### config.mk
export PLATFORM = sky130hd
export DESIGN_NAME = isqrt_prefix
export DESIGN_NICKNAME = d
export VERILOG_FILES = /design/src/rtl/isqrt_pre_pkg.sv /design/src/rtl/isqrt_pre_classify.sv /design/src/rtl/isqrt_pre_upscale.sv /design/src/rtl/isqrt_pre_core.sv /design/src/rtl/isqrt_prefix.sv
export SDC_FILE = /design/constraint.sdc
export NUM_CORES = 1
export LEC_CHECK = 0
export ABC_AREA = 0
export BUFFER_PORTS_ARGS = -buffer_cell sky130_fd_sc_hd__buf_2
export CAP_MARGIN = 20
export CELL_PAD_IN_SITES_DETAIL_PLACEMENT = 1
export CELL_PAD_IN_SITES_GLOBAL_PLACEMENT = 1
export CORE_UTILIZATION = 40
export DETAILED_ROUTE_END_ITERATION = 10
export GPL_ROUTABILITY_DRIVEN = 0
export PLACE_DENSITY_LB_ADDON = 0.1
export SKIP_CTS_REPAIR_TIMING = 1
export SKIP_LAST_GASP = 1
export SLEW_MARGIN = 10
export SYNTH_ARGS = -nofsm -noshare
export SYNTH_HDL_FRONTEND = slang
export SYNTH_HIERARCHICAL = 1
export SYNTH_SLANG_ARGS = --single-unit
### constraint.sdc
create_clock -name clk -period 0.85 [get_ports clk]
set_clock_uncertainty 0.05 [all_clocks]
set_input_delay 0.1275 -clock clk [delete_from_list [all_inputs] [get_ports clk]]
set_output_delay 0.1275 -clock clk [all_outputs]
set_load 0.01 [all_outputs]
### src/rtl/isqrt_pre_pkg.sv
package isqrt_pre_pkg;

  localparam int EXP_W = 8;
  localparam int MAN_W = 23;
  localparam int FP_W  = 1 + EXP_W + MAN_W;

  typedef struct packed {
    logic             sign;
    logic [EXP_W-1:0] expo;
    logic [MAN_W-1:0] frac;
  } fp_word_t;

  typedef struct packed {
    logic is_nan;
    logic is_inf;
    logic is_zero;
    logic is_neg;
    logic is_small;
    logic is_quiet;
  } fp_class_t;

  typedef enum logic [2:0] {
    SEL_NAN,
    SEL_NEG,
    SEL_INF,
    SEL_ZERO,
    SEL_NORM
  } sel_path_e;

  localparam logic [FP_W-1:0] FP_ALL_ONES = '1;
  localparam logic [FP_W-1:0] FP_POS_INF  = {1'b0, {EXP_W{1'b1}}, {MAN_W{1'b0}}};
  localparam logic [FP_W-1:0] FP_UNITY    = {2'b00, {(EXP_W-1){1'b1}}, {MAN_W{1'b0}}};

endpackage

### src/rtl/isqrt_pre_classify.sv
module isqrt_pre_classify
  import isqrt_pre_pkg::*;
#(
  parameter int SMALL_EXP_MAX = 24
) (
  input  fp_word_t  op_i,
  output fp_class_t cls_o
);

  localparam logic [EXP_W-1:0] SMALL_LIM = EXP_W'(SMALL_EXP_MAX);

  logic exp_max;
  logic exp_min;
  logic frac_nz;

  always_comb begin
    exp_max = &op_i.expo;
    exp_min = ~|op_i.expo;
    frac_nz = |op_i.frac;

    cls_o.is_nan   = exp_max & frac_nz;
    cls_o.is_inf   = exp_max & ~frac_nz;
    cls_o.is_zero  = exp_min & ~frac_nz;
    cls_o.is_neg   = op_i.sign;
    cls_o.is_small = (op_i.expo <= SMALL_LIM);
    cls_o.is_quiet = op_i.frac[MAN_W-1];
  end

endmodule

### src/rtl/isqrt_pre_upscale.sv
module isqrt_pre_upscale
  import isqrt_pre_pkg::*;
#(
  parameter int SCALE_POW = 64
) (
  input  fp_word_t op_i,
  output fp_word_t op_o
);

  localparam int POS_W    = $clog2(MAN_W + 1);
  localparam int DEN_BASE = SCALE_POW + 1 - MAN_W;
  localparam logic [POS_W-1:0] TOP_POS = POS_W'(MAN_W);

  logic [MAN_W-1:0] lead_hot;
  logic [POS_W-1:0] lead_pos;
  logic [POS_W-1:0] shift_amt;
  logic             subnormal;

  // One-hot of the highest set fraction bit.
  genvar gi;
  generate
    for (gi = 0; gi < MAN_W; gi++) begin : g_lead
      if (gi == MAN_W - 1) begin : g_top
        assign lead_hot[gi] = op_i.frac[gi];
      end else begin : g_rest
        assign lead_hot[gi] = op_i.frac[gi] & ~|op_i.frac[MAN_W-1:gi+1];
      end
    end
  endgenerate

  always_comb begin
    lead_pos = '0;
    for (int i = 0; i < MAN_W; i++) begin
      if (lead_hot[i]) lead_pos = POS_W'(i);
    end
  end

  always_comb begin
    subnormal = ~|op_i.expo;
    shift_amt = TOP_POS - lead_pos;
    op_o.sign = op_i.sign;
    if (subnormal) begin
      // Leading one moves to the hidden position and drops out of the field.
      op_o.expo = EXP_W'(DEN_BASE) + EXP_W'(lead_pos);
      op_o.frac = op_i.frac << shift_amt;
    end else begin
      op_o.expo = op_i.expo + EXP_W'(SCALE_POW);
      op_o.frac = op_i.frac;
    end
  end

endmodule

### src/rtl/isqrt_pre_core.sv
module isqrt_pre_core
  import isqrt_pre_pkg::*;
#(
  parameter int         SMALL_EXP_MAX = 24,
  parameter int         SCALE_POW     = 64,
  parameter logic [7:0] ADJ_SMALL     = 8'hE0
) (
  input  logic [FP_W-1:0] op_i,
  output logic [FP_W-1:0] op_o,
  output logic [FP_W-1:0] res_o,
  output logic [7:0]      adj_o,
  output logic            cont_o,
  output logic            invalid_o
);

  fp_word_t  in_w;
  fp_word_t  scaled_w;
  fp_class_t cls;
  sel_path_e path;

  assign in_w = fp_word_t'(op_i);

  isqrt_pre_classify #(
    .SMALL_EXP_MAX(SMALL_EXP_MAX)
  ) u_classify (
    .op_i (in_w),
    .cls_o(cls)
  );

  isqrt_pre_upscale #(
    .SCALE_POW(SCALE_POW)
  ) u_upscale (
    .op_i(in_w),
    .op_o(scaled_w)
  );

  // Fixed priority: NaN, then negative nonzero, then infinity, then zero.
  always_comb begin
    if (cls.is_nan)                     path = SEL_NAN;
    else if (cls.is_neg & ~cls.is_zero) path = SEL_NEG;
    else if (cls.is_inf)                path = SEL_INF;
    else if (cls.is_zero)               path = SEL_ZERO;
    else                                path = SEL_NORM;
  end

  always_comb begin
    op_o      = op_i;
    res_o     = '0;
    adj_o     = '0;
    cont_o    = 1'b0;
    invalid_o = 1'b0;
    case (path)
      SEL_NAN: begin
        op_o      = FP_ALL_ONES;
        res_o     = FP_ALL_ONES;
        invalid_o = ~cls.is_quiet;
      end
      SEL_NEG: begin
        op_o      = FP_ALL_ONES;
        res_o     = FP_ALL_ONES;
        invalid_o = 1'b1;
      end
      SEL_INF: begin
        op_o  = FP_POS_INF;
        res_o = FP_POS_INF;
      end
      SEL_ZERO: begin
        res_o = FP_UNITY;
      end
      default: begin
        cont_o = 1'b1;
        if (cls.is_small) begin
          op_o  = FP_W'(scaled_w);
          adj_o = ADJ_SMALL;
        end
      end
    endcase
  end

endmodule

### src/rtl/isqrt_prefix.sv
module isqrt_prefix
  import isqrt_pre_pkg::*;
#(
  parameter int         SMALL_EXP_MAX = 24,
  parameter int         SCALE_POW     = 64,
  parameter logic [7:0] ADJ_SMALL     = 8'hE0
) (
  input  logic        clk,
  input  logic        rst_n,
  input  logic        in_valid,
  input  logic [31:0] in_op,
  output logic        out_valid,
  output logic [31:0] out_op,
  output logic [31:0] out_res,
  output logic [7:0]  out_adj,
  output logic        out_cont,
  output logic        out_invalid
);

  logic [FP_W-1:0] core_op, core_res;
  logic [7:0]      core_adj;
  logic            core_cont, core_inv;

  logic [FP_W-1:0] op_d, op_q, res_d, res_q;
  logic [7:0]      adj_d, adj_q;
  logic            cont_d, cont_q, vld_d, vld_q, inv_d, inv_q;

  isqrt_pre_core #(
    .SMALL_EXP_MAX(SMALL_EXP_MAX),
    .SCALE_POW    (SCALE_POW),
    .ADJ_SMALL    (ADJ_SMALL)
  ) u_core (
    .op_i     (in_op),
    .op_o     (core_op),
    .res_o    (core_res),
    .adj_o    (core_adj),
    .cont_o   (core_cont),
    .invalid_o(core_inv)
  );

  always_comb begin
    vld_d  = in_valid;
    inv_d  = in_valid & core_inv;
    op_d   = in_valid ? core_op   : op_q;
    res_d  = in_valid ? core_res  : res_q;
    adj_d  = in_valid ? core_adj  : adj_q;
    cont_d = in_valid ? core_cont : cont_q;
  end

  always_ff @(posedge clk or negedge rst_n) begin
    if (!rst_n) begin
      vld_q  <= 1'b0;
      inv_q  <= 1'b0;
      op_q   <= '0;
      res_q  <= '0;
      adj_q  <= '0;
      cont_q <= 1'b0;
    end else begin
      vld_q  <= vld_d;
      inv_q  <= inv_d;
      op_q   <= op_d;
      res_q  <= res_d;
      adj_q  <= adj_d;
      cont_q <= cont_d;
    end
  end

  assign out_valid   = vld_q;
  assign out_invalid = inv_q;
  assign out_op      = op_q;
  assign out_res     = res_q;
  assign out_adj     = adj_q;
  assign out_cont    = cont_q;

  // invalid is a pulse tied to a fresh result
  a_r10_invalid_pulse: assert property (@(posedge clk) disable iff (!rst_n)
    out_invalid |-> out_valid);

  // data holds when no operand was sampled
  a_r10_hold: assert property (@(posedge clk) disable iff (!rst_n)
    !$past(in_valid) |-> ($stable(out_op) && $stable(out_res) && $stable(out_adj)));

  // continuing path returns a zero result
  a_r9_cont_zero_res: assert property (@(posedge clk) disable iff (!rst_n)
    out_cont |-> (out_res == '0 && !out_invalid));

  // a nonzero adjust code only on the continuing path
  a_r6_adj_needs_cont: assert property (@(posedge clk) disable iff (!rst_n)
    (out_adj != '0) |-> (out_cont && out_adj == ADJ_SMALL));

  // zero operand gives unity and passes through
  a_r5_zero_unity: assert property (@(posedge clk) disable iff (!rst_n)
    (out_valid && $past(in_op[30:0]) == '0) |->
      (out_res == FP_UNITY && out_op == $past(in_op) && !out_invalid));

  // NaN operand gives the all-ones pattern
  a_r1_nan_ones: assert property (@(posedge clk) disable iff (!rst_n)
    (out_valid && (&$past(in_op[30:23])) && (|$past(in_op[22:0]))) |->
      (out_op == FP_ALL_ONES && out_res == FP_ALL_ONES && !out_cont));

endmodule

==> results of run 1 <==
==> flip-flops by register name (all words and copies together), names as in the netlist <==
signal	cells
out_invalid	1
out_res	32
out_adj	8
out_op	32
out_valid	1
out_cont	1
==> through the flow <==
| stage | TNS (ns) | instances | power [mW] |
|---|---|---|---|
| 2_1_floorplan | -91.98 | 508 | 6.195 |
| 3_3_place_gp | -119.35 | 856 | 7.389 |
| 3_5_place_dp | -123.63 | 856 | 7.505 |
| 4_1_cts | -113.58 | 872 | 11.46 |
| 5_1_grt | -123.86 | 951 | 12.77 |
| 6_report | -115.55 | 951 | 12.29 |
==> area by class of cell <==
type	instances	area [um2]
repair buffers	318	2427
well taps	180	225.2
clock inverters	4	48.80
fillers	1489	5270
inverters	11	56.30
multi-input cells	351	3666
clock buffers	12	256.5
flip-flops and latches	75	1877
==> report_power, final <==
group          total (mW)  internal [mW]  switching [mW]  leakage (nW)
Combinational        4.18           2.30            1.87          3.05
Clock                3.95           2.43            1.52         0.153
Sequential           4.17           3.94           0.226         0.857
==> logic make-up (layout without fill, tap and decap cells) <==
family	Yosys count	count (layout)
mux	121	121
compound gates	117	119
simple gates	101	101
buf+inv	84	345
flops	75	75
fa+ha+maj	4	4
other cells	1	5
xor+xnor	1	1
==> worst reg2reg max path: cells and delay by family, from the launching register on <==
kind / cells / cell delay, ns
flip-flops: 1 / 0.42
multiplexers: 1 / 0.26
buffers and inverters: 1 / 0.15
==> path summary, 6_finish.rpt <==
path	startpoint	endpoint	slack, ns	depth (start not counted)
max in group asynchronous	rst_n	out_op[3]	0.18	3
setup / recovery	in_op[19]	out_op[12]	-2.05	14
min in group asynchronous	rst_n	out_op[21]	0.15	2
hold / removal	in_valid	out_adj[7]	0.10	2
setup reg to reg	out_op[19]	out_op[19]	-0.15	2
hold reg to reg	out_op[26]	out_op[26]	0.46	1
==> layout by cell type, fill, tap and decap left out, types with 3 or more instances in the layout <==
| master | count |
|---|---|
| o22ai_1 | 3 |
| buf_8 | 3 |
| mux4_2 | 14 |
| nor3_1 | 8 |
| buf_4 | 187 |
| o21a_4 | 3 |
| conb_1 | 5 |
| nor3_4 | 3 |
| nor2_2 | 3 |
| a221o_1 | 25 |
| ha_1 | 3 |
| dfrtp_1 | 75 |
| nor2_1 | 20 |
| mux2i_1 | 17 |
| mux2_4 | 73 |
| nand2_1 | 30 |
| mux2_2 | 5 |
| a21oi_1 | 10 |
| inv_1 | 7 |
| mux2i_4 | 3 |
| clkbuf_16 | 11 |
| o22a_1 | 8 |
| buf_12 | 12 |
| buf_2 | 95 |
| buf_6 | 18 |
| o21ai_0 | 7 |
| o21ai_1 | 13 |
| nand2_2 | 3 |
| nand4_1 | 3 |
| nor4_4 | 7 |
| nor3_2 | 3 |
| o21ai_2 | 3 |
| mux2i_2 | 9 |
| a21o_1 | 5 |
| a31oi_1 | 6 |
==> per-layer routing <==
metal	up-vias	global-route usage, %
met5	-	0
met4	0	9.799
met3	48	3.712
met2	212	43.96
met1	2745	33.79
li1	2398	-
==> run_results.csv, run 1 <==
group,metric,value,unit
outcome,status,"complete, but fails checks",
outcome,violations,"design-rule violations, negative setup slack",
placement,placed_area,7184,um2
timing,worstMarginPinSlew,0.5135,ns
route,postRouteAntennaNets,0,
route,via_count,5403,
cells_and_area,n_antenna_cell,0,
logic_synthesis,syn_area_per_cell,11.22,um2
power,p_per_area,1436,nW/um2
global_routing,grt_pass1_vias,5101,
global_routing,grt_max_degree,26,
clock_tree,clockBufferDepth,2,
timing,layout_worst_path_cycle_share,341.1,%
setup_path,crit_slowest_cell,"mux4_2",
logic_synthesis,synth-seq-cells,75,
clock_tree,clock_latency,0.34,ns
run,drv_cap,0,
logic_synthesis,ys_seq_area_share,33.19,%
floorplan,fp.dieW,120.9,um
setup_path,cp.required,1.03,ns
timing,period_needed,2.899,ns
route,via_per_inst,5.681,
clock_tree,cts_buffers,9,
timing,fin_ws,-2.049,ns
route,top_layer,"met4",
logic_synthesis,synth_area_leaders,"dfrtp_1 33%, mux2_4 16%, buf_4 5.3%",
global_routing,antenna_found_initial,0,
logic_synthesis,synth_edf_count,0,
cells_and_area,utilization,61.89,%
global_routing,grt-ovfl-total,0,
route,route.met3.wl,892,um
setup_path,critPathMaxFanout,7,
clock_tree,cts.root.buffer_cell,"clkbuf_16",
clock_tree,clock_sinks,75,
logic_synthesis,synth.cell_area,5655,um2
route,dr.first_iter.drc_count,377,
floorplan,start_util,40.90,%
logic_synthesis,synthTopCellsByCount,"75 x dfrtp_1, 59 x mux2_4, 40 x buf_4, 33 x nand2_1, 29 x mux2i_1",
route,m1WireLength,8692,um
floorplan,die_h,120.9,um
logic_synthesis,synth_top_area_cell,"dfrtp_1",
setup_path,slowest_delay,0.53,ns
route,firstDrtPassIters,9,
cells_and_area,syn_to_final_growth,51.31,%
logic_synthesis,muxShareOfSynthArea,30.35,%
timing,maxSlewHeadroom,65.77,%
clock_tree,h-tree-depth,3,
floorplan,coreArea,13830,um2
placement,io_buffers,109,
logic_synthesis,yosysTopAreaCellShare,33.19,%
timing,hold_viol_final,0,
power,ir_drop,965.4,uV
timing,whs,0.1028,ns
timing,rsz0062_at_grt,"true",
logic_synthesis,synth_fa_ha_area_share,0.8850,%
logic_synthesis,post_synth_num_cell_types,63,
route,wl,21180,um
logic_synthesis,synth_xor_xnor_area_share,0.1549,%
cells_and_area,drive_gt1_share,63.94,%
cells_and_area,design_area,8557,um2
clock_tree,clk_pin_slew,0.06,ns
setup_path,critPathCaptureType,"flop",
setup_path,path_buf_inv,4,
logic_synthesis,synth-compound-area-share,15.64,%
logic_synthesis,synth-simple-area-share,9.226,%
floorplan,ios,110,
setup_path,critical_path_class,"input port to flop",
floorplan,die_area,14620,um2
logic_synthesis,async_flop_share,100.0,%
route,wl_met2,10890,um
setup_path,crit_path_start_kind,"input port",
global_routing,track_usage,26.09,%
timing,slew_viol_final,0,
placement,place_ws,-2.451,ns
logic_synthesis,syn_inst,504,
timing,fmax,344.9,MHz
setup_path,critical_path.cell_chain,"buf_12, nor4_4, buf_4, o31ai_4, a21oi_2, o31ai_4, clkbuf_16, buf_4, mux4_2, mux2i_2, a21oi_1, a22o_1, a221o_1, mux2_4",
logic_synthesis,synth_top_family_by_area,"multiplexers",
cells_and_area,layout.nets,805,
logic_synthesis,yosys_warnings,6,
timing,setup_viol,148,
hold_path,min_path_type,"input port to flop",
logic_synthesis,dominantRegCellSynth,"dfrtp_1",
setup_path,critPathTopFamily,"compound AO/OA/AOI/OAI gates",
clock_tree,cts_tree,"done",
route,drc,1,
global_routing,grt_pass1_wl,29040,um
route,wl_per_cell,22.27,um
logic_synthesis,yosysMostFrequentCell,"dfrtp_1",
floorplan,core.rowCount,43,
power,p_leak,4.061,nW
setup_path,arrival,3.08,ns
placement,hpwl,14570,um
(Power assumes the default switching activity.)
==> run 2, diff against run 1 <==
Settings changed: REMOVE_ABC_BUFFERS set to 1.
==> run 2 against run 1 <==
Compared with the run above: the run ends with negative setup slack left; utilization increased by 0.75 points; clock power increased by 13%; clock-buffer cell count decreased by 2; power increased by 3.6%; worst setup slack got worse by 0.080 ns; cell area increased by 1.2%; global-route usage increased by 1.2 points; hold slack got worse by 0.018 ns; critical path depth increased by 1; sequential cell count unchanged; sequential power about the same; non-clock buffer count increased by 6; critical endpoint is now out_op[21]; largest cell class unchanged; highest routed layer unchanged.
==> run_results.csv, run 2 (synthesized netlist as in run 1, its figures left out) <==
group,metric,value,unit
outcome,status,"complete, but fails checks",
outcome,violations,"negative setup slack",
route,via_count,5721,
clock_tree,clk_pin_slew,0.07,ns
floorplan,fp.dieW,120.9,um
floorplan,die_h,120.9,um
timing,hold_viol_final,0,
timing,fmax,335.7,MHz
setup_path,critPathMaxFanout,7,
timing,slew_viol_final,0,
route,via_per_inst,5.978,
setup_path,ff2ff_path_depth,2,
clock_tree,cts_tree,"done",
global_routing,grt_pass1_wl,30300,um
run,drv_cap,0,
global_routing,grt_max_degree,38,
global_routing,grt-ovfl-total,0,
clock_tree,clock_latency,0.35,ns
placement,place_ws,-2.617,ns
timing,period_needed,2.979,ns
global_routing,antenna_found_initial,0,
timing,fin_ws,-2.129,ns
cells_and_area,n_antenna_cell,0,
timing,layout_worst_path_cycle_share,350.4,%
power,p_leak,4.088,nW
floorplan,die_area,14620,um2
setup_path,cp.required,1.04,ns
route,wl_per_cell,24.10,um
floorplan,start_util,40.90,%
route,firstDrtPassIters,5,
global_routing,grt_pass1_vias,5467,
cells_and_area,mostFrequentLayoutCell,"buf_4",
floorplan,ios,110,
hold_path,min_path_type,"input port to asynchronous set/reset pin",
timing,setup_viol,147,
cells_and_area,drive_gt1_share,63.58,%
setup_path,crit_path_start_kind,"input port",
setup_path,arrival,3.17,ns
cells_and_area,syn_to_final_growth,53.14,%
clock_tree,clock_sinks,75,
route,drc,0,
placement,io_buffers,109,
cells_and_area,layout.nets,811,
clock_tree,cts.root.buffer_cell,"clkbuf_16",
power,finalPower,12.74,mW
clock_tree,h-tree-depth,3,
route,wl,23070,um
setup_path,critPathCaptureType,"flop",
timing,rsz0062_at_grt,"true",
route,postRouteAntennaNets,0,
floorplan,core.rowCount,43,
route,dr.first_iter.drc_count,377,
clock_tree,clockBufferDepth,2,
power,p_per_area,1471,nW/um2
setup_path,critical_path_class,"input port to flop",
placement,hpwl,14030,um
floorplan,coreArea,13830,um2
power,ir_drop,1062,uV
clock_tree,cts_buffers,9,
global_routing,track_usage,27.29,%
cells_and_area,final_cell_mix,"180 x buf_4, 95 x buf_2, 75 x dfrtp_1",
-- run 2: cell count changes in the layout (fill, tap and decap cells not counted), moves of 3 or more --
cell,before,now
a21oi_1,10,7
a21oi_2,2,6
buf_12,12,15
buf_4,187,180
buf_6,18,30
mux2_2,5,13
mux2_4,73,65
mux2i_2,9,6
mux2i_4,3,6
nor3_2,3,0
o21a_4,3,0
o21ai_0,7,11
-- run 2: area by class of cell --
| cell class | count | area (um2) |
|---|---|---|
| Multi-Input combinational cell | 349 | 3601 |
| Clock inverter | 6 | 96.34 |
| Timing Repair Buffer | 324 | 2530 |
| Tap cell | 180 | 225.2 |
| Fill cell | 1425 | 5166 |
| Sequential cell | 75 | 1877 |
| Timing Repair inverter | 2 | 21.27 |
| Inverter | 11 | 71.32 |
| Clock buffer | 10 | 239.0 |
-- run 2: through the flow --
stage / hold WS (ns) / util (%) / std cells / instance area (um2) / TNS, ns
2_1_floorplan: -0.2181 / - / 435 / 5124 / -140.22
3_3_place_gp: -0.08266 / 50.73 / 857 / 7014 / -132.18
3_5_place_dp: -0.08174 / 50.73 / 857 / 7014 / -139.44
4_1_cts: -0.4566 / 53.15 / 873 / 7350 / -132.27
5_1_grt: 0.1000 / 62.64 / 957 / 8661 / -131.74
6_report: 0.08435 / 62.64 / 957 / 8661 / -124.76
-- run 2: final timing paths --
check | startpoint | endpoint | slack, ns
max in group asynchronous | rst_n | out_res[19] | 0.23
min in group clk | in_valid | out_res[8] | 0.13
hold reg to reg | out_cont | out_cont | 0.46
setup reg to reg | out_op[31] | out_op[31] | -0.12
setup / recovery | in_op[16] | out_op[21] | -2.13
hold / removal | rst_n | out_op[11] | 0.08
-- run 2: critical path: stages --
cell	delay [ns]
buf_8	0.10
nor4_4	0.30
buf_4	0.18
nand4_1	0.13
a21oi_2	0.23
o31ai_4	0.11
buf_12	0.15
buf_12	0.14
mux4_2	0.46
mux2i_2	0.24
nand2_1	0.12
a221oi_2	0.26
nor2_1	0.07
a221o_1	0.29
mux2_4	0.25
-- run 2: power by group --
part	internal (mW)	total, mW	switching [mW]
clock	2.69	4.46	1.77
sequential	3.94	4.15	0.208
combinational	2.25	4.14	1.89
-- run 2: metal layers --
metal	track usage, %	wire length [um]
met4	12.42	1097
met5	0	0
met3	4.229	1635
met1	35.68	9088
met2	44.32	11250
